**config.mk**
```make
export PLATFORM = sky130hd
export DESIGN_NAME = rtc_wr_sync
export DESIGN_NICKNAME = d
export VERILOG_FILES = /design/src/rtl/rtc_wr_pkg.sv /design/src/rtl/rtc_ctrl_reg.sv /design/src/rtl/rtc_wr_stage.sv /design/src/rtl/rtc_sec_prescaler.sv /design/src/rtl/rtc_wr_sync.sv
export SDC_FILE = /design/constraint.sdc
export NUM_CORES = 1
export LEC_CHECK = 0
export BUFFER_PORTS_ARGS = -buffer_cell sky130_fd_sc_hd__buf_2
export CORE_ASPECT_RATIO = 0.6
export CORE_MARGIN = 2
export CORE_UTILIZATION = 50
export DETAILED_ROUTE_END_ITERATION = 10
export GPL_TIMING_DRIVEN = 1
export HOLD_SLACK_MARGIN = 0.06
export PLACE_DENSITY = 0.8
export SLEW_MARGIN = 20
export SYNTH_ARGS = -nofsm -noshare
export SYNTH_HDL_FRONTEND = slang
export SYNTH_HIERARCHICAL = 1
export SYNTH_SLANG_ARGS = --single-unit
```
**constraint.sdc**
```tcl
create_clock -name clk -period 3.5 [get_ports clk]
set_clock_uncertainty 0.15 [all_clocks]
set_input_delay 0.7 -clock clk [delete_from_list [all_inputs] [get_ports clk]]
set_output_delay 0.7 -clock clk [all_outputs]
set_load 0.005 [all_outputs]
```
**src/rtl/rtc_wr_pkg.sv**
```systemverilog
// Package: shared constants for the timekeeping write gate.
// Assumes the control register is at least 8 bits wide.
package rtc_wr_pkg;
    localparam int unsigned WREN_BIT = 6;  // time-register write enable
    localparam int unsigned ACLR_BIT = 7;  // status auto-clear enable
endpackage

```
**src/rtl/rtc_ctrl_reg.sv**
```systemverilog
// Module: rtc_ctrl_reg
// Holds the two control bits this block owns: the time write enable and
// the status auto-clear. Writes to the control address take effect at the
// next clock and are not staged. Assumes DATA_W > ACLR_BIT.
module rtc_ctrl_reg
    import rtc_wr_pkg::*;
#(
    parameter int unsigned ADDR_W    = 4,
    parameter int unsigned DATA_W    = 8,
    parameter int unsigned CTRL_ADDR = 8
) (
    input  logic              clk,
    input  logic              rst_n,
    input  logic              wr_stb,
    input  logic [ADDR_W-1:0] wr_addr,
    input  logic [DATA_W-1:0] wr_data,
    output logic              wr_en,
    output logic              auto_clr
);
    localparam logic [ADDR_W-1:0] CTRL_A = ADDR_W'(CTRL_ADDR);

    logic hit;

    // Decode a strobe aimed at the control register.
    always_comb hit = wr_stb && (wr_addr == CTRL_A);

    // Load the two owned bits on a control write.
    always_ff @(posedge clk) begin
        if (!rst_n) begin
            wr_en    <= 1'b0;
            auto_clr <= 1'b0;
        end else if (hit) begin
            wr_en    <= wr_data[WREN_BIT];
            auto_clr <= wr_data[ACLR_BIT];
        end
    end

    p_locked_after_reset_r1: assert property (@(posedge clk) disable iff (!rst_n)
        !$past(rst_n) |-> (!wr_en && !auto_clr));

    p_ctrl_load_r3: assert property (@(posedge clk) disable iff (!rst_n)
        hit |=> (wr_en == $past(wr_data[WREN_BIT])));
endmodule

```
**src/rtl/rtc_wr_stage.sv**
```systemverilog
// Module: rtc_wr_stage
// Stages accepted time-register bytes during a bus transaction and commits
// them at STOP. A START drops anything staged. STOP takes priority over a
// coincident strobe, which is then dropped. The combinational sync output
// marks a committing STOP.
module rtc_wr_stage #(
    parameter int unsigned ADDR_W = 4,
    parameter int unsigned DATA_W = 8,
    parameter int unsigned N_TIME = 7
) (
    input  logic                     clk,
    input  logic                     rst_n,
    input  logic                     wr_en,
    input  logic                     wr_stb,
    input  logic [ADDR_W-1:0]        wr_addr,
    input  logic [DATA_W-1:0]        wr_data,
    input  logic                     bus_start,
    input  logic                     bus_stop,
    output logic [N_TIME-1:0]        time_we,
    output logic [N_TIME*DATA_W-1:0] time_wdata,
    output logic                     sync
);
    logic [N_TIME-1:0] pend;
    logic [N_TIME-1:0] take;

    // Committing STOP: at least one register is staged.
    always_comb sync = bus_stop && (|pend);

    for (genvar i = 0; i < N_TIME; i++) begin : g_slot
        logic [DATA_W-1:0] stage_q;

        // Accept a byte for this slot only while writes are unlocked.
        always_comb take[i] = wr_stb && wr_en && !bus_stop && !bus_start
                              && (wr_addr == ADDR_W'(i));

        // Staged byte for this slot; the last write wins.
        always_ff @(posedge clk) begin
            if (!rst_n)       stage_q <= '0;
            else if (take[i]) stage_q <= wr_data;
        end

        assign time_wdata[i*DATA_W +: DATA_W] = stage_q;
    end

    // Pending mask: set by accepted writes, cleared by START or STOP.
    always_ff @(posedge clk) begin
        if (!rst_n)                      pend <= '0;
        else if (bus_stop || bus_start)  pend <= '0;
        else                             pend <= pend | take;
    end

    // One-cycle commit pulse carrying the staged mask.
    always_ff @(posedge clk) begin
        if (!rst_n)        time_we <= '0;
        else if (bus_stop) time_we <= pend;
        else               time_we <= '0;
    end

    p_locked_write_r2: assert property (@(posedge clk) disable iff (!rst_n)
        (wr_stb && !wr_en && !bus_start && !bus_stop) |=> $stable(pend));

    p_commit_after_stop_r4: assert property (@(posedge clk) disable iff (!rst_n)
        (|time_we) |-> $past(bus_stop));

    p_start_drops_r5: assert property (@(posedge clk) disable iff (!rst_n)
        (bus_start && !bus_stop) |=> (pend == '0));
endmodule

```
**src/rtl/rtc_sec_prescaler.sv**
```systemverilog
// Module: rtc_sec_prescaler
// Divides the tick enable by 2^PRESC_W into a one-cycle seconds pulse.
// It is idle until the first sync. Every sync clears the divider, so the
// next pulse follows exactly 2^PRESC_W enables later. Assumes PRESC_W >= 1.
module rtc_sec_prescaler #(
    parameter int unsigned PRESC_W = 15
) (
    input  logic clk,
    input  logic rst_n,
    input  logic tick_en,
    input  logic sync,
    output logic sec_tick,
    output logic run
);
    localparam logic [PRESC_W-1:0] LAST = '1;

    logic [PRESC_W-1:0] cnt;

    // Run flag: set by the first committing STOP, held until reset.
    always_ff @(posedge clk) begin
        if (!rst_n)    run <= 1'b0;
        else if (sync) run <= 1'b1;
    end

    // Divider and tick: sync clears, enables advance while running.
    always_ff @(posedge clk) begin
        if (!rst_n) begin
            cnt      <= '0;
            sec_tick <= 1'b0;
        end else if (sync) begin
            cnt      <= '0;
            sec_tick <= 1'b0;
        end else if (run && tick_en) begin
            cnt      <= cnt + 1'b1;
            sec_tick <= (cnt == LAST);
        end else begin
            sec_tick <= 1'b0;
        end
    end

    p_tick_needs_run_r6: assert property (@(posedge clk) disable iff (!rst_n)
        sec_tick |-> run);

    p_sync_clears_r7: assert property (@(posedge clk) disable iff (!rst_n)
        sync |=> ((cnt == '0) && !sec_tick));

    p_tick_single_r8: assert property (@(posedge clk) disable iff (!rst_n)
        sec_tick |=> !sec_tick);
endmodule

```
**src/rtl/rtc_wr_sync.sv**
```systemverilog
// Module: rtc_wr_sync (top)
// Gates host writes to the timekeeping registers behind a control bit,
// commits staged bytes at bus STOP, and restarts the seconds prescaler on
// each committing STOP. Assumes the bus front end delivers START, STOP and
// strobe as one-cycle pulses in the clk domain.
module rtc_wr_sync #(
    parameter int unsigned ADDR_W    = 4,
    parameter int unsigned DATA_W    = 8,
    parameter int unsigned N_TIME    = 7,
    parameter int unsigned CTRL_ADDR = 8,
    parameter int unsigned PRESC_W   = 15
) (
    input  logic                     clk,
    input  logic                     rst_n,
    input  logic                     tick_en,
    input  logic                     wr_stb,
    input  logic [ADDR_W-1:0]        wr_addr,
    input  logic [DATA_W-1:0]        wr_data,
    input  logic                     bus_start,
    input  logic                     bus_stop,
    output logic                     wr_en,
    output logic                     auto_clr,
    output logic [N_TIME-1:0]        time_we,
    output logic [N_TIME*DATA_W-1:0] time_wdata,
    output logic                     sec_tick,
    output logic                     run
);
    logic sync;

    rtc_ctrl_reg #(.ADDR_W(ADDR_W), .DATA_W(DATA_W), .CTRL_ADDR(CTRL_ADDR)) u_ctrl (
        .clk(clk), .rst_n(rst_n), .wr_stb(wr_stb), .wr_addr(wr_addr),
        .wr_data(wr_data), .wr_en(wr_en), .auto_clr(auto_clr)
    );

    rtc_wr_stage #(.ADDR_W(ADDR_W), .DATA_W(DATA_W), .N_TIME(N_TIME)) u_stage (
        .clk(clk), .rst_n(rst_n), .wr_en(wr_en), .wr_stb(wr_stb),
        .wr_addr(wr_addr), .wr_data(wr_data), .bus_start(bus_start),
        .bus_stop(bus_stop), .time_we(time_we), .time_wdata(time_wdata),
        .sync(sync)
    );

    rtc_sec_prescaler #(.PRESC_W(PRESC_W)) u_presc (
        .clk(clk), .rst_n(rst_n), .tick_en(tick_en), .sync(sync),
        .sec_tick(sec_tick), .run(run)
    );

    p_no_commit_locked_r2: assert property (@(posedge clk) disable iff (!rst_n)
        (|time_we) |-> run);
endmodule

```
# After elaboration in Yosys (flattened, before gate mapping)
# Cells that the tools add are included.
[op_classes]
add_sub_neg = 1
n_reduce_logical = 22
eq_ne = 8
n_bitwise = 3
[op_table]
columns = ["op", "n"]
rows = [
  ["$add 15x1->15 const B", 1],
  ["$eq 15x15->1 const B", 1],
  ["$logic_and 1x1->1", 13],
  ["$eq 4x3->1 const B", 3],
  ["$eq 4x2->1 const B", 2],
  ["$or 7x7->7", 1],
  ["$reduce_or 7->1", 1],
  ["$eq 4x1->1 const B", 1],
  ["$eq 4x4->1 const B", 1],
  ["$logic_not 4->1", 1],
  ["$reduce_or 2->1", 2],
  ["$reduce_or 3->1", 1],
  ["$logic_not 1->1", 2],
  ["$not 1->1", 2],
  ["$reduce_and 2->1", 1],
  ["$logic_or 1x1->1", 1],
]
[word_totals]
register_bits = 89
word_cells = 48
out_inout_bits = 67

# Longest topological paths before layout
# Gate-level depths: netlist of run 1.
[logic_depth]
ltp_word = 5
mapped_depth = 6
mapped_depth_nobuf = 5

# Modules after synthesis
# Netlist of run 1, hierarchy kept.
[by_module_without_submodules]
columns = ["mod", "instances", "cells_each", "area_each_um2"]
rows = [
  ["rtc_wr_stage", 1, 243, 2517.4],
  ["rtc_sec_prescaler", 1, 93, 830.8],
  ["rtc_ctrl_reg", 1, 10, 92.6],
]

# Worst setup path before layout of run 1
# OpenSTA, ideal clock, no wires.
[synth_path]
kind = "input to register"
from = "input port bus_stop"
to = "register u_stage.g_slot[5].stage_q[0]"
n_path_buf = 1
arrival_time_ps = 1681
t_required_ps = 3226
setup_slack_ps = 1545
stages = 4
cell_sequence = "nand4bb_1 or4b_1 buf_6 mux2i_1"
[synth_between]
elab_chain_len = 4
[synth_lines]
columns = ["element", "line", "text"]
rows = [
  ["from (decl)", "rtc_wr_sync.sv:20", "input logic bus_stop,"],
  ["$logic_not 1->1", "rtc_wr_stage.sv:33", "always_comb take[i] = wr_stb && wr_en && !bus_stop && !bus_start"],
  ["$logic_and 1x1->1 (2 in a row)", "rtc_wr_stage.sv:33", ""],
  ["$logic_and 1x1->1", "rtc_wr_stage.sv:34", "&& (wr_addr == ADDR_W'(i));"],
  ["to (signal assigned)", "rtc_wr_stage.sv:39", "else if (take[i]) stage_q <= wr_data;"],
  ["to (decl)", "rtc_wr_stage.sv:30", "logic [DATA_W-1:0] stage_q;"],
]
# Every way passes these cells.
# A chain may end at the register's enable or synchronous reset.

# Final worst setup path of run 1
[layout_path]
from = "register u_stage.pend[1]"
to = "register u_presc.cnt[10]"
[layout_between]
elab_chain_len = 3
[layout_lines]
columns = ["element", "line", "text"]
rows = [
  ["from (decl)", "rtc_wr_stage.sv:23", "logic [N_TIME-1:0] pend;"],
  ["from (signal assigned)", "rtc_wr_stage.sv:49", "else pend <= pend | take;"],
  ["$reduce_or 7->1", "rtc_wr_stage.sv:27", "always_comb sync = bus_stop && (|pend);"],
  ["$logic_and 1x1->1", "rtc_wr_stage.sv:27", ""],
  ["net sync", "rtc_wr_sync.sv:28", "logic sync;"],
  ["$reduce_or 2->1 (no line)", "n/a", ""],
  ["to (signal assigned)", "rtc_sec_prescaler.sv:34", "cnt <= cnt + 1'b1;"],
  ["to (decl)", "rtc_sec_prescaler.sv:17", "logic [PRESC_W-1:0] cnt;"],
]
# The timed path passes the listed nets, and every way through them passes these cells.

==> results of run 1 <==
==> cell families (layout without fill, tap and decap cells) <==
group / count (synthesis) / after routing
XOR/XNOR: 2 / 2
buffers and inverters: 27 / 111
AND/OR/NAND/NOR: 141 / 141
flip-flops: 89 / 89
multiplexers: 64 / 64
AO/OA/AOI/OAI: 22 / 22
adder cells (fa/ha/maj): 1 / 1
==> cells in the mapped netlist (2+ instances only) <==
cell type	count
sky130_fd_sc_hd__dfxtp_1	89
sky130_fd_sc_hd__nand2_1	80
sky130_fd_sc_hd__mux2i_1	64
sky130_fd_sc_hd__clkbuf_1	10
sky130_fd_sc_hd__inv_1	9
sky130_fd_sc_hd__nand3_1	8
sky130_fd_sc_hd__nor4_1	8
sky130_fd_sc_hd__and3_1	7
sky130_fd_sc_hd__nand2b_1	7
sky130_fd_sc_hd__a21boi_0	6
sky130_fd_sc_hd__a21oi_1	6
sky130_fd_sc_hd__nand4_1	6
sky130_fd_sc_hd__buf_2	5
sky130_fd_sc_hd__nor2_1	5
sky130_fd_sc_hd__or4_1	5
sky130_fd_sc_hd__o21a_1	4
sky130_fd_sc_hd__o31ai_1	4
sky130_fd_sc_hd__buf_6	2
sky130_fd_sc_hd__nor3_1	2
==> final cells by class <==
class                   instances  share of cell area
flip-flops and latches         89              0.4247
multi-input cells             230              0.3668
repair buffers                 86              0.1038
clock buffers                  10             0.05458
well taps                      87             0.02595
clock inverters                 6             0.01610
inverters                       9            0.008052
==> cell usage in the layout (no fill, tap or decap), types with 4 or more instances in the layout <==
cell type	count
sky130_fd_sc_hd__mux2i_1	64
sky130_fd_sc_hd__nand2_1	80
sky130_fd_sc_hd__clkbuf_16	9
sky130_fd_sc_hd__a21oi_1	6
sky130_fd_sc_hd__nor4_1	7
sky130_fd_sc_hd__o21a_1	4
sky130_fd_sc_hd__dfxtp_1	89
sky130_fd_sc_hd__or4_1	5
sky130_fd_sc_hd__buf_2	84
sky130_fd_sc_hd__inv_1	9
sky130_fd_sc_hd__nand4_1	6
sky130_fd_sc_hd__and3_1	7
sky130_fd_sc_hd__nand3_1	8
sky130_fd_sc_hd__nor2_1	5
sky130_fd_sc_hd__nand2b_1	7
sky130_fd_sc_hd__a21boi_0	6
sky130_fd_sc_hd__o31ai_1	4
==> sequential cells by signal (all words and copies together), names as in the netlist <==
register,flops
u_ctrl/wr_en,1
u_presc/cnt,15
u_stage/pend,7
u_presc/sec_tick,1
u_stage/time_we,7
u_presc/run,1
u_stage/g_slot.stage_q,56
u_ctrl/auto_clr,1
==> per-stage QoR <==
| step | hold WS [ns] | utilization |
|---|---|---|
| final | 0.3046 | 0.6284 |
| after global routing | 0.3295 | 0.6284 |
| after CTS | 0.3061 | 0.6284 |
| after detailed placement | 0.2954 | 0.5840 |
| after global placement | 0.2908 | 0.5840 |
| after floorplan | 0.2830 | - |
==> routing by layer <==
layer,GRT usage,vias to the layer above,share of wire
li1,-,1360,-
met1,0.2929,1299,0.46
met2,0.3367,102,0.44
met3,0.07617,11,0.091
met4,0.07099,0,0.015
met5,0,-,0
==> worst max-delay path by stage <==
stage,cells past startpoint,end,from
2_1_floorplan,4,u_stage/g_slot[5].stage_q[0],bus_stop
3_3_place_gp,4,u_stage/g_slot[5].stage_q[3],bus_stop
3_5_place_dp,4,u_stage/pend[3],bus_stop
4_1_cts,5,u_presc/cnt[10],u_stage/pend[1]
5_1_grt,5,u_presc/cnt[13],u_stage/pend[1]
6_report,5,u_presc/cnt[10],u_stage/pend[1]
==> critical path: cells and delay by family (launching register included) <==
family / cells / cell delay [ns]
and+or+nand+nor: 3 / 1.10
muxes: 1 / 0.17
DFF: 1 / 0.35
AOI/OAI and AO/OA: 1 / 0.24
==> power by group through the flow <==
stage	logic (mW)	clock network, mW	registers [mW]
after floorplan	0.0327	0	1.04
after global placement	0.0549	0	1.04
after detailed placement	0.0565	0	1.04
after CTS	0.0568	0.956	1.01
after global routing	0.0631	0.995	1.01
final	0.0579	0.941	1.01
==> results.txt, run 1 <==
The switching part of the total came out at 0.2128. The via count of the first global-routing pass came to 2,522. For this design the total switching power over the nets is 428.1 uW. The multiplexer fraction of the synthesized cell area came out at 0.1862.

The overall power consumption is 2.012 mW. In the final layout, flip-flops and latches occupy ~0.0018 mm^2. The count of endpoints failing setup in the final report is 0. The number of antenna violations at the first check in global routing was 0.

Before CTS, the worst setup slack after placement is 1.089 ns. The antenna diode count came out at 0. The fmax is 478.7 MHz. The top cell type's share of synthesized area is 0.5178. The final layout contains between 400 and 500 nets.

The number of buffers inserted by port buffering is 84. The post-cts resize count is 0. The cell area reported after detailed placement is 0.003899 mm^2.

The share of layout cells above drive strength 1 came out at 0.2488. After detailed routing, the average wire length per cell comes to 15.69 um. The total global routing overflow is 0. The synthesized flop and latch total is 89. The final number of hold-violating endpoints was 0. The worst hold path begins at u_stage/g_slot[4].stage_q[1]. The synthesized area per cell is 9.945 um^2. The number of clock buffers added by TritonCTS is 9. The data required time at the worst endpoint came out at about 3.6 ns. The clock latency reported for the late side of the worst-skew pair is 0.33 ns. The internal power of the cells totals 1.584 mW. The remaining design rule violation count came out at 0.

The clock-pin slew reported for the worst setup and hold paths after clock tree synthesis is 0.06 ns. The largest family of logic cells by synthesized area is simple AND/OR/NAND/NOR gates. The gate count after technology mapping came out at 346. The worst hold path was traced through 2 stages. The run finished with clean final reports. The register-to-register setup slack is 1.41 ns.

The combinational cell fraction of total power is 0.029. The endpoint identified for the worst register-to-register timing path is u_presc/cnt[10]. The maximum fanout along the worst path is 13.

The wire length reported by the detailed router is 8.111 mm. The cell area after layout is 0.004195 mm^2. For the worst setup path, the data arrival time is 2.20 ns. The class of the most critical hold timing path is reg2reg. The number of cell rows came out at 23.

The kind of end point of the critical path is a flip-flop. TritonCTS built the clock tree. The count of unique library cells instantiated by Yosys is 38. CTS placed an instance of sky130_fd_sc_hd__clkbuf_16 at the clock tree root. The biggest area contributor in the post-synthesis netlist is sky130_fd_sc_hd__dfxtp_1. The detailed placement HPWL came out at 5.717 mm. Of the total power, the clock network draws 0.468.

The first-pass GRT wire length is 12.69 mm. On the worst path, the slowest cell contributes a delay of between 0.6 and 0.7 ns. The async set or reset register ratio after synthesis is 0.

The number of standard cells in the layout, taps in and fillers out is 517. The filler cells instantiated in the layout total 542. The post-synthesis compound-gate area fraction is 0.04291. The die height came out at just under 70 um. In the global route stage, overall resource usage came out at 0.2187. The level count of the clock H-tree came out at 3. The die covers 0.007583 mm^2. The number of violations reported at the end of detailed-routing iteration 0 came out at 202. The cell count of the worst reg-to-reg path came out at 5. Of the total synthesized cell area, the portion taken by AND, OR, NAND and NOR gates is 0.2076. The total setup buffers inserted after CTS is 0.

The routed via count divided by cell count came out at approximately 5.4. The residual antenna-violating net count after detailed routing came out at 0. The area of the mapped netlist is 0.003441 mm^2.

The worst hold path terminates at u_stage/g_slot[4].stage_q[1]. No sink is reached through more buffers than the 2 on the longest clock path. The setup TNS after final layout is 0 ns. The worst path setup slack after routing came out at 1.411 ns.

The number of synthesis warnings came out at 6. In the synthesized netlist the dominant register cell turns out to be sky130_fd_sc_hd__dfxtp_1. The initial core utilization is 0.5154. The worst register-to-register path begins at u_stage/pend[1]. The multi-input combinational cell area came out at between 0.0015 and 0.002 mm^2. The worst-case IR drop observed on VDD is 0.2582 mV. The number of buffers inserted by hold repair at cts is 0. The worst pin sits at a relative slew slack of 0.4744. The max-slew violation count came out at 0. The final critical-path share of the clock period came out at 0.5969.

The signal on the critical path passes through nor4_1 -> a21boi_0 -> nor2b_1 -> nand2b_1 -> mux2i_1. In this run the static leakage power is 2.060 nW. The kind of critical path is reg2reg. The minimum clock period came out at 2.089 ns. The adder and majority gate portion of the synthesized area came out at 0.003636. The number of detailed-route iterations in the first pass is 4. The number of top-level design ports came out at 85. After synthesis, the cell types taking the most area are sky130_fd_sc_hd__dfxtp_1 52%, sky130_fd_sc_hd__mux2i_1 19%, sky130_fd_sc_hd__nand2_1 8.7%. The synthesis-to-finish area growth came out at 21.93%. Entering global routing, the biggest net connects between 70 and 80 pins. The number of synthesized flops with an enable pin came out at 0. For this run, the register share of the synthesized area comes to 0.5178. For this block, the via count after detailed routing is 2,772. The xor and xnor fraction of the mapped netlist area is 0.005091. The number of sinks on the clock net is 89. The placed cell count is between 500 and 600. Synthesis produced a netlist with a net count of 365.

The core region is roughly 0.0067 mm^2. The areal power density over the cells is 479.7 mW/mm^2. The slew of the pin with the lowest slew margin came out at 0.7867 ns. Among all stages on the critical path, the largest delay is contributed by sky130_fd_sc_hd__nor2b_1. The congestion estimate from routability-driven global placement came to 0.7886. The relative contribution of sequential cells to total power is 0.504. From left edge to right edge, the die measures 111.1 um. The max-capacitance violation count is 0. The worst setup path is launched from a flip-flop. Setup repair after global routing left no endpoint under its margin.
Note: power is estimated with default switching activity, not from simulation.
==> inputs of run 2 (changes only) <==
==> constraint.sdc (replaced) <==
create_clock -name clk -period 2 [get_ports clk]
set_clock_uncertainty 0.15 [all_clocks]
set_input_delay 0.4 -clock clk [delete_from_list [all_inputs] [get_ports clk]]
set_output_delay 0.4 -clock clk [all_outputs]
set_load 0.005 [all_outputs]
==> run 2 against run 1 <==
  * Via count up 1.9%
  * Hold slack lost 0.11 ns
  * Maximum frequency is 16% higher
  * Largest cell class unchanged
  * Highest routed layer unchanged
==> results.txt, run 2 (same netlist as run 1, synthesis figures left out) <==
The data required time at the worst endpoint is 2.11 ns (-1.50 ns). The remaining design rule violation count came out at 0 (unchanged). The final number of hold-violating endpoints is 0 (unchanged).

The worst hold slack across all endpoints came out at 0.1914 ns (-0.1131 ns). TritonCTS built the clock tree. The worst vdd rail ir drop is 0.5177 mV (+100%). The areal power density over the cells came out at 818.5 mW/mm^2 (+71%).

The count of endpoints failing setup in the final report is 0 (unchanged). The slew of the pin with the lowest slew margin came out at 0.5137 ns (-0.2730 ns). The clock latency reported for the late side of the worst-skew pair came out at 0.33 ns (about the same). The dominant delay contributor by cell family on the critical path is simple AND/OR/NAND/NOR gates. The level count of the clock H-tree came out at 3 (unchanged). The weighted congestion reported at the end of routability-driven placement is 0.9249 (+17%). The routing usage on met1 is 0.3092 (+0.01630). The final critical-path share of the clock period is 0.9032 (+0.3063). The worst relative slew slack was 0.6545 (+0.1800).

The maximum fanout along the worst path came out at 8 (-5). The via count of the first global-routing pass came out at 2,553 (+1.2%). The fmax came out at 553.6 MHz (+16%).

The delay of the slowest critical-path stage came out at 0.47 ns (-0.20 ns). The cell area after layout came to 0.004268 mm^2 (+1.7%). The data arrival time at the worst-slack endpoint is 1.92 ns (-0.28 ns). The number of antenna violations at the first check in global routing was 0 (unchanged). The setup TNS after final layout came out at 0 ns (unchanged). The first-pass GRT wire length came out at 13.03 mm (+2.7%). The final-layout fill cell count came to 548 (+1.1%).

The routed via count divided by cell count came out at 5.383 (+0.39%). The total clock buffers created by CTS is 9 (unchanged). The number of detailed-route iterations in the first pass is 8 (+4). The largest individual stage delay along the critical path comes from the cell sky130_fd_sc_hd__or4_1.

The number of standard cells in the layout, taps in and fillers out is 525 (+1.5%). The antenna diode count came to 0 (unchanged). The number of buffers inserted by port buffering is 84 (unchanged). The placed cell count is 510 (+1.8%). The detailed placement HPWL came to 5.914 mm (+3.4%).

The maximum number of pins on one net before global-route repair is 79 (+6.8%). The wire length reported by the detailed router came out at 8.394 mm (+3.5%). The routed wire length per instance is 15.99 um (+1.9%). The die height came to 68.26 um (unchanged). The leakage power is 2.097 nW (+1.8%). The critical path is of the reg2reg type. The initial core utilization was 0.5154 (unchanged). The share of layout cells above drive strength 1 is 0.2648 (+0.01600). The overall power consumption came out at 3.493 mW (+74%).

The width of the die came out at 111.1 um (unchanged). Compared with the post-synthesis result, the final layout area differs by 24.04%. The number of top-level design ports is 85 (unchanged). The die outline area came out at 0.007583 mm^2 (unchanged). The kind of end point of the critical path is a flip-flop. Setup repair after global routing left no endpoint under its margin. The flip-flop count of the largest register after layout is 56 (unchanged). The flow ran to the end, and the final reports show no timing, DRC or antenna violations. The number of vias in the routed layout is 2,826 (+1.9%). Leaving out fill and tap cells, the most frequent cell in the layout is sky130_fd_sc_hd__dfxtp_1. The clock-pin slew reported for the worst setup and hold paths after clock tree synthesis is 0.06 ns (about the same).

The met2 track demand over resource in global routing is 0.3367 (unchanged). The register with the most flip-flops is u_stage/g_slot.stage_q. The overall global routing resource usage came out at 0.2240 (+0.005223). The number of violations reported at the end of detailed-routing iteration 0 came out at 230 (+14%).

After global routing, the most crowded layer is met2. The maximum count of clock buffers along a single path came out at 2 (unchanged). The path class of the tightest hold or removal check is in2reg.

The met3 global-route usage is 0.08592 (+0.009743). The worst path setup slack after routing came to 0.1936 ns (-1.217 ns). The top cell types in the final layout, fill and taps aside, are 89 x sky130_fd_sc_hd__dfxtp_1, 84 x sky130_fd_sc_hd__buf_2, 80 x sky130_fd_sc_hd__nand2_1. The total global routing overflow came out at 0 (unchanged). The largest registers in the layout are u_stage/g_slot.stage_q x56, u_presc/cnt x15. The number of buffers and inverters on the critical path is 0 (unchanged). The max-slew violation count is 0 (unchanged).

The final design utilization is 0.6392 (+0.01087). The cell area reported after detailed placement was 0.003979 mm^2 (+2.1%). The number of cell rows came out at 23 (unchanged).

Walking the worst path, the cells encountered are ha_1 -> nand3_1 -> or4_1 -> a21oi_1. The post-placement setup slack is -0.05217 ns (-1.141 ns). The area inside the core boundary is 0.006676 mm^2 (unchanged). The root cell of the clock tree is sky130_fd_sc_hd__clkbuf_16. The minimum clock period was 1.806 ns (-0.2827 ns).

The startpoint type of the worst setup path is a flip-flop. The residual antenna-violating net count after detailed routing came out at 0 (unchanged). The number of buffers inserted by hold repair at cts is 0 (unchanged). The max-capacitance violation count is 0 (unchanged). The number of sinks on the clock net is 89 (unchanged). The final net count is 453 (+2.0%).
run 2: worst paths after layout:
| kind | start | endpoint | slack (ns) | depth (start not counted) |
|---|---|---|---|---|
| setup / recovery | u_presc/cnt[1] | u_presc/cnt[6] | 0.19 | 4 |
| hold / removal | wr_data[6] | u_ctrl/wr_en | 0.19 | 3 |
| setup reg to reg | u_presc/cnt[1] | u_presc/cnt[6] | 0.19 | 4 |
| hold reg to reg | u_stage/g_slot[3].stage_q[0] | u_stage/g_slot[3].stage_q[0] | 0.31 | 2 |
run 2: layer usage:
layer / wire length [um] / part of all wire / vias up
li1: - / - / 1365
met1: 4082 / 0.49 / 1324
met2: 3480 / 0.41 / 126
met3: 731 / 0.087 / 11
met4: 100 / 0.012 / 0
met5: 0 / 0 / -
run 2: what timing repair did:
action,4_1_cts,5_1_grt
gates resized for setup,1,0
setup endpoints to repair,1,0
setup buffers,0,0
run 2: layout make-up:
class                   count  area, um^2  area share
well taps                  87       108.9     0.02551
repair buffers             95       515.5      0.1208
clock inverters             5       57.56     0.01349
flip-flops and latches     89        1782      0.4175
inverters                   9       33.78    0.007916
multi-input cells         230        1541      0.3612
clock buffers              10       229.0     0.05365
run 2: where the power goes:
| group | total [mW] | internal, mW | switching (mW) |
|---|---|---|---|
| Sequential | 1.77 | 1.77 | 0.000517 |
| Clock | 1.61 | 0.958 | 0.653 |
| Combinational | 0.109 | 0.0330 | 0.0758 |
run 2: tightest hold or removal path, stage by stage:
cell and delay [ns]:
sky130_fd_sc_hd__buf_2 0.12, sky130_fd_sc_hd__nand2_1 0.05, sky130_fd_sc_hd__mux2i_1 0.06
==> inputs of run 3 (changes only) <==
==> constraint.sdc (replaced) <==
create_clock -name clk -period 1.9 [get_ports clk]
set_clock_uncertainty 0.15 [all_clocks]
set_input_delay 0.38 -clock clk [delete_from_list [all_inputs] [get_ports clk]]
set_output_delay 0.38 -clock clk [all_outputs]
set_load 0.005 [all_outputs]
==> run 3 against run 2 <==
  * Sequential cell count did not move
  * Critical path type unchanged
  * Die area is the same
  * Clock power increased by 9%
  * First-iteration DRC count down 8.3%
  * Register-to-register slack about the same
  * Hold slack worse by 0.039 ns
  * Highest routed layer unchanged
  * Combinational power increased by 5%
  * Global-route usage rose by 1.0 points
  * Count of clock-buffer cells in the layout did not move
  * Design area rose by 0.94%
  * Sequential share of layout area shrank 0.39 points
  * Sequential power up 6%
==> results.txt, run 3 (same netlist as run 1, synthesis figures left out) <==
The final-layout fill cell count is 551 (+0.55%). The number of detailed-route iterations in the first pass was 4 (-4). The number of antenna violations at the first check in global routing is 0 (unchanged). The maximum fanout along the worst path is 8 (unchanged). The via count of the first global-routing pass is 2,744 (+7.5%). The level count of the clock H-tree came out at 3 (unchanged).

The antenna diode count came out at 0 (unchanged). The residual antenna-violating net count after detailed routing is 0 (unchanged). Setup repair after global routing left no endpoint under its margin. The slew of the pin with the lowest slew margin is 0.4898 ns (-0.02390 ns). The total global routing overflow came out at 0 (unchanged). CTS placed an instance of sky130_fd_sc_hd__clkbuf_16 at the clock tree root.

The routed via count divided by cell count came out at 5.306 (-1.4%). The share of layout cells above drive strength 1 came out at 0.2731 (+0.008298). The clock-pin slew reported for the worst setup and hold paths after clock tree synthesis came out at 0.06 ns (about the same). The total area of sequential cells is 0.001782 mm^2 (unchanged). The routed wire length per instance is 15.96 um (-0.20%). The register-to-register setup slack was 0.19 ns (about the same). The die height was 68.26 um (unchanged). The weighted congestion reported at the end of routability-driven placement was 0.8645 (-6.5%).

The final net count came out at 457 (+0.88%). The number of standard cells in the layout, taps in and fillers out came out at 530 (+0.95%). The wire length reported by the detailed router came to 8.457 mm (+0.75%). The switching power summed over all nets came out at 803.7 uW (+10%).

The areal power density over the cells came out at 865.3 mW/mm^2 (+5.7%). The max-slew violation count came out at 0 (unchanged). The combinational cell fraction of total power came to 0.031 (about the same).

The largest registers in the layout are u_stage/g_slot.stage_q x56, u_presc/cnt x15. The switching part of the total was 0.2156 (+0.006814). The synthesis-to-finish area growth is 25.20%.

The overall global routing resource usage came to 0.2344 (+0.01049). The top cell types in the final layout, fill and taps aside, are 89 x sky130_fd_sc_hd__dfxtp_1, 84 x sky130_fd_sc_hd__buf_2, 80 x sky130_fd_sc_hd__nand2_1. The met2 wire length came out at 3.556 mm (+2.2%). The minimum clock period was 1.705 ns (-0.1013 ns). The wire length on met3 is 653 um (-11%). The overall power consumption came to 3.728 mW (+6.7%).

The max-capacitance violation count is 0 (unchanged). The worst hold path begins at wr_data[7]. The fraction of power consumed by the clock network is 0.469 (+0.008). The remaining design rule violation count came out at 0 (unchanged).

The worst vdd rail ir drop was 0.4658 mV (-10%). The width of the die came to 111.1 um (unchanged). More flip-flops sit in one register than any other, and that register is u_stage/g_slot.stage_q. The data required time at the worst endpoint came out at 2.01 ns (-0.10 ns). TritonCTS built the clock tree. The worst relative slew slack is 0.6720 (+0.01753). The multi-input combinational cell area was 0.001541 mm^2 (unchanged). The data arrival time at the worst-slack endpoint was 1.82 ns (-0.10 ns). The number of vias in the routed layout is 2,812 (-0.50%). The final critical-path share of the clock period came out at 0.8974 (-0.005793). The number of top-level design ports came out at 85 (unchanged). The startpoint identified for the worst register-to-register timing path is u_presc/cnt[1].

The internal power of the cells came to 2.924 mW (+5.8%). The count of endpoints failing setup in the final report came out at 0 (unchanged). The placed cell count is 514 (+0.78%). STA classifies the critical path startpoint as a flip-flop. The number of violations reported at the end of detailed-routing iteration 0 is 211 (-8.3%). The wire length on met1 came to 4.129 mm (+1.2%).

The initial core utilization is 0.5154 (unchanged). The total clock buffers created by CTS is 9 (unchanged). In this run the worst setup path begins at u_presc/cnt[1].

The first-pass GRT wire length was 13.63 mm (+4.6%). The number of cell rows came to 23 (unchanged). The final number of hold-violating endpoints was 0 (unchanged). The run finished with clean final reports. The number of buffers inserted by port buffering came out at 84 (unchanged).

The worst setup path is captured at a flip-flop. The final design utilization came to 0.6452 (+0.005997). The maximum count of clock buffers along a single path is 2 (unchanged).

The maximum number of pins on one net before global-route repair is 79 (unchanged). The fmax is 586.5 MHz (+5.9%). The area inside the core boundary is 0.006676 mm^2 (unchanged). In this run the top signal layer used is met4. The number of sinks on the clock net came out at 89 (unchanged). The detailed placement HPWL was 6.060 mm (+2.5%). The flip-flop count of the largest register after layout came out at 56 (unchanged). The worst hold slack across all endpoints came out at 0.1523 ns (-0.03914 ns). The library cell used most frequently in the layout, excluding fill and tap cells, is sky130_fd_sc_hd__dfxtp_1. The number of buffers inserted by hold repair at cts is 0 (unchanged).

The path class of the tightest hold or removal check is in2reg. The clock latency reported for the late side of the worst-skew pair came out at 0.34 ns (about the same). The total setup buffers inserted after CTS is 0 (unchanged).

The leakage power is 2.126 nW (+1.4%). The critical path is of the reg2reg type. The die outline area came out at 0.007583 mm^2 (unchanged). The relative contribution of sequential cells to total power was 0.501 (-0.007).
## run 3: cell types whose count changed in the layout (fill, tap and decap cells not counted), sizes merged
cell | before | now
buf | 95 | 99
inv | 9 | 10
clkinvlp | 3 | 2
clkinv | 1 | 2
## run 3: power groups by stage
stage	clock network (mW)	registers (mW)	logic, mW
4_1_cts	1.77	1.87	0.112
3_3_place_gp	0	1.91	0.108
2_1_floorplan	0	1.91	0.0603
5_1_grt	1.85	1.87	0.125
3_5_place_dp	0	1.91	0.112
6_report	1.75	1.87	0.114
## run 3: timing repair
action	CTS	global route
setup endpoints to repair	0	7
hold endpoints to repair	0	0
resized for setup	0	1
## run 3: final timing paths
kind	cells after the start	end
max	4	u_presc/cnt[8]
min	3	u_ctrl/auto_clr
max reg2reg	4	u_presc/cnt[8]
min reg2reg	2	u_stage/g_slot[2].stage_q[7]
## run 3: layout make-up
| class | instances | area share |
|---|---|---|
| flip-flops and latches | 89 | 0.4136 |
| repair buffers | 99 | 0.1266 |
| well taps | 87 | 0.02527 |
| inverters | 9 | 0.007842 |
| clock inverters | 6 | 0.01568 |
| multi-input cells | 230 | 0.3578 |
| clock buffers | 10 | 0.05315 |
## run 3: stage by stage
step / TNS, ns / area, um^2 / worst slack (ns)
floorplan: 0 / 3441 / 0.2652
global placement: 0 / 4009 / 0.02366
detailed placement: -0.2235 / 4009 / -0.04843
CTS: 0 / 4305 / 0.03141
global route: 0 / 4308 / 0.03276
finish: 0 / 4308 / 0.1950
## run 3: worst max-delay path, stage by stage, from the launching register on
cell and delay (ns):
sky130_fd_sc_hd__dfxtp_1 0.40, sky130_fd_sc_hd__ha_1 0.22, sky130_fd_sc_hd__nand3_1 0.24, sky130_fd_sc_hd__or4_1 0.47
sky130_fd_sc_hd__a21oi_1 0.15
## run 3: layer usage
layer / vias up / track usage
met1: 1339 / 0.3166
li1: 1381 / -
met2: 80 / 0.3635
met5: - / 0
met4: 0 / 0.07099
met3: 12 / 0.07706
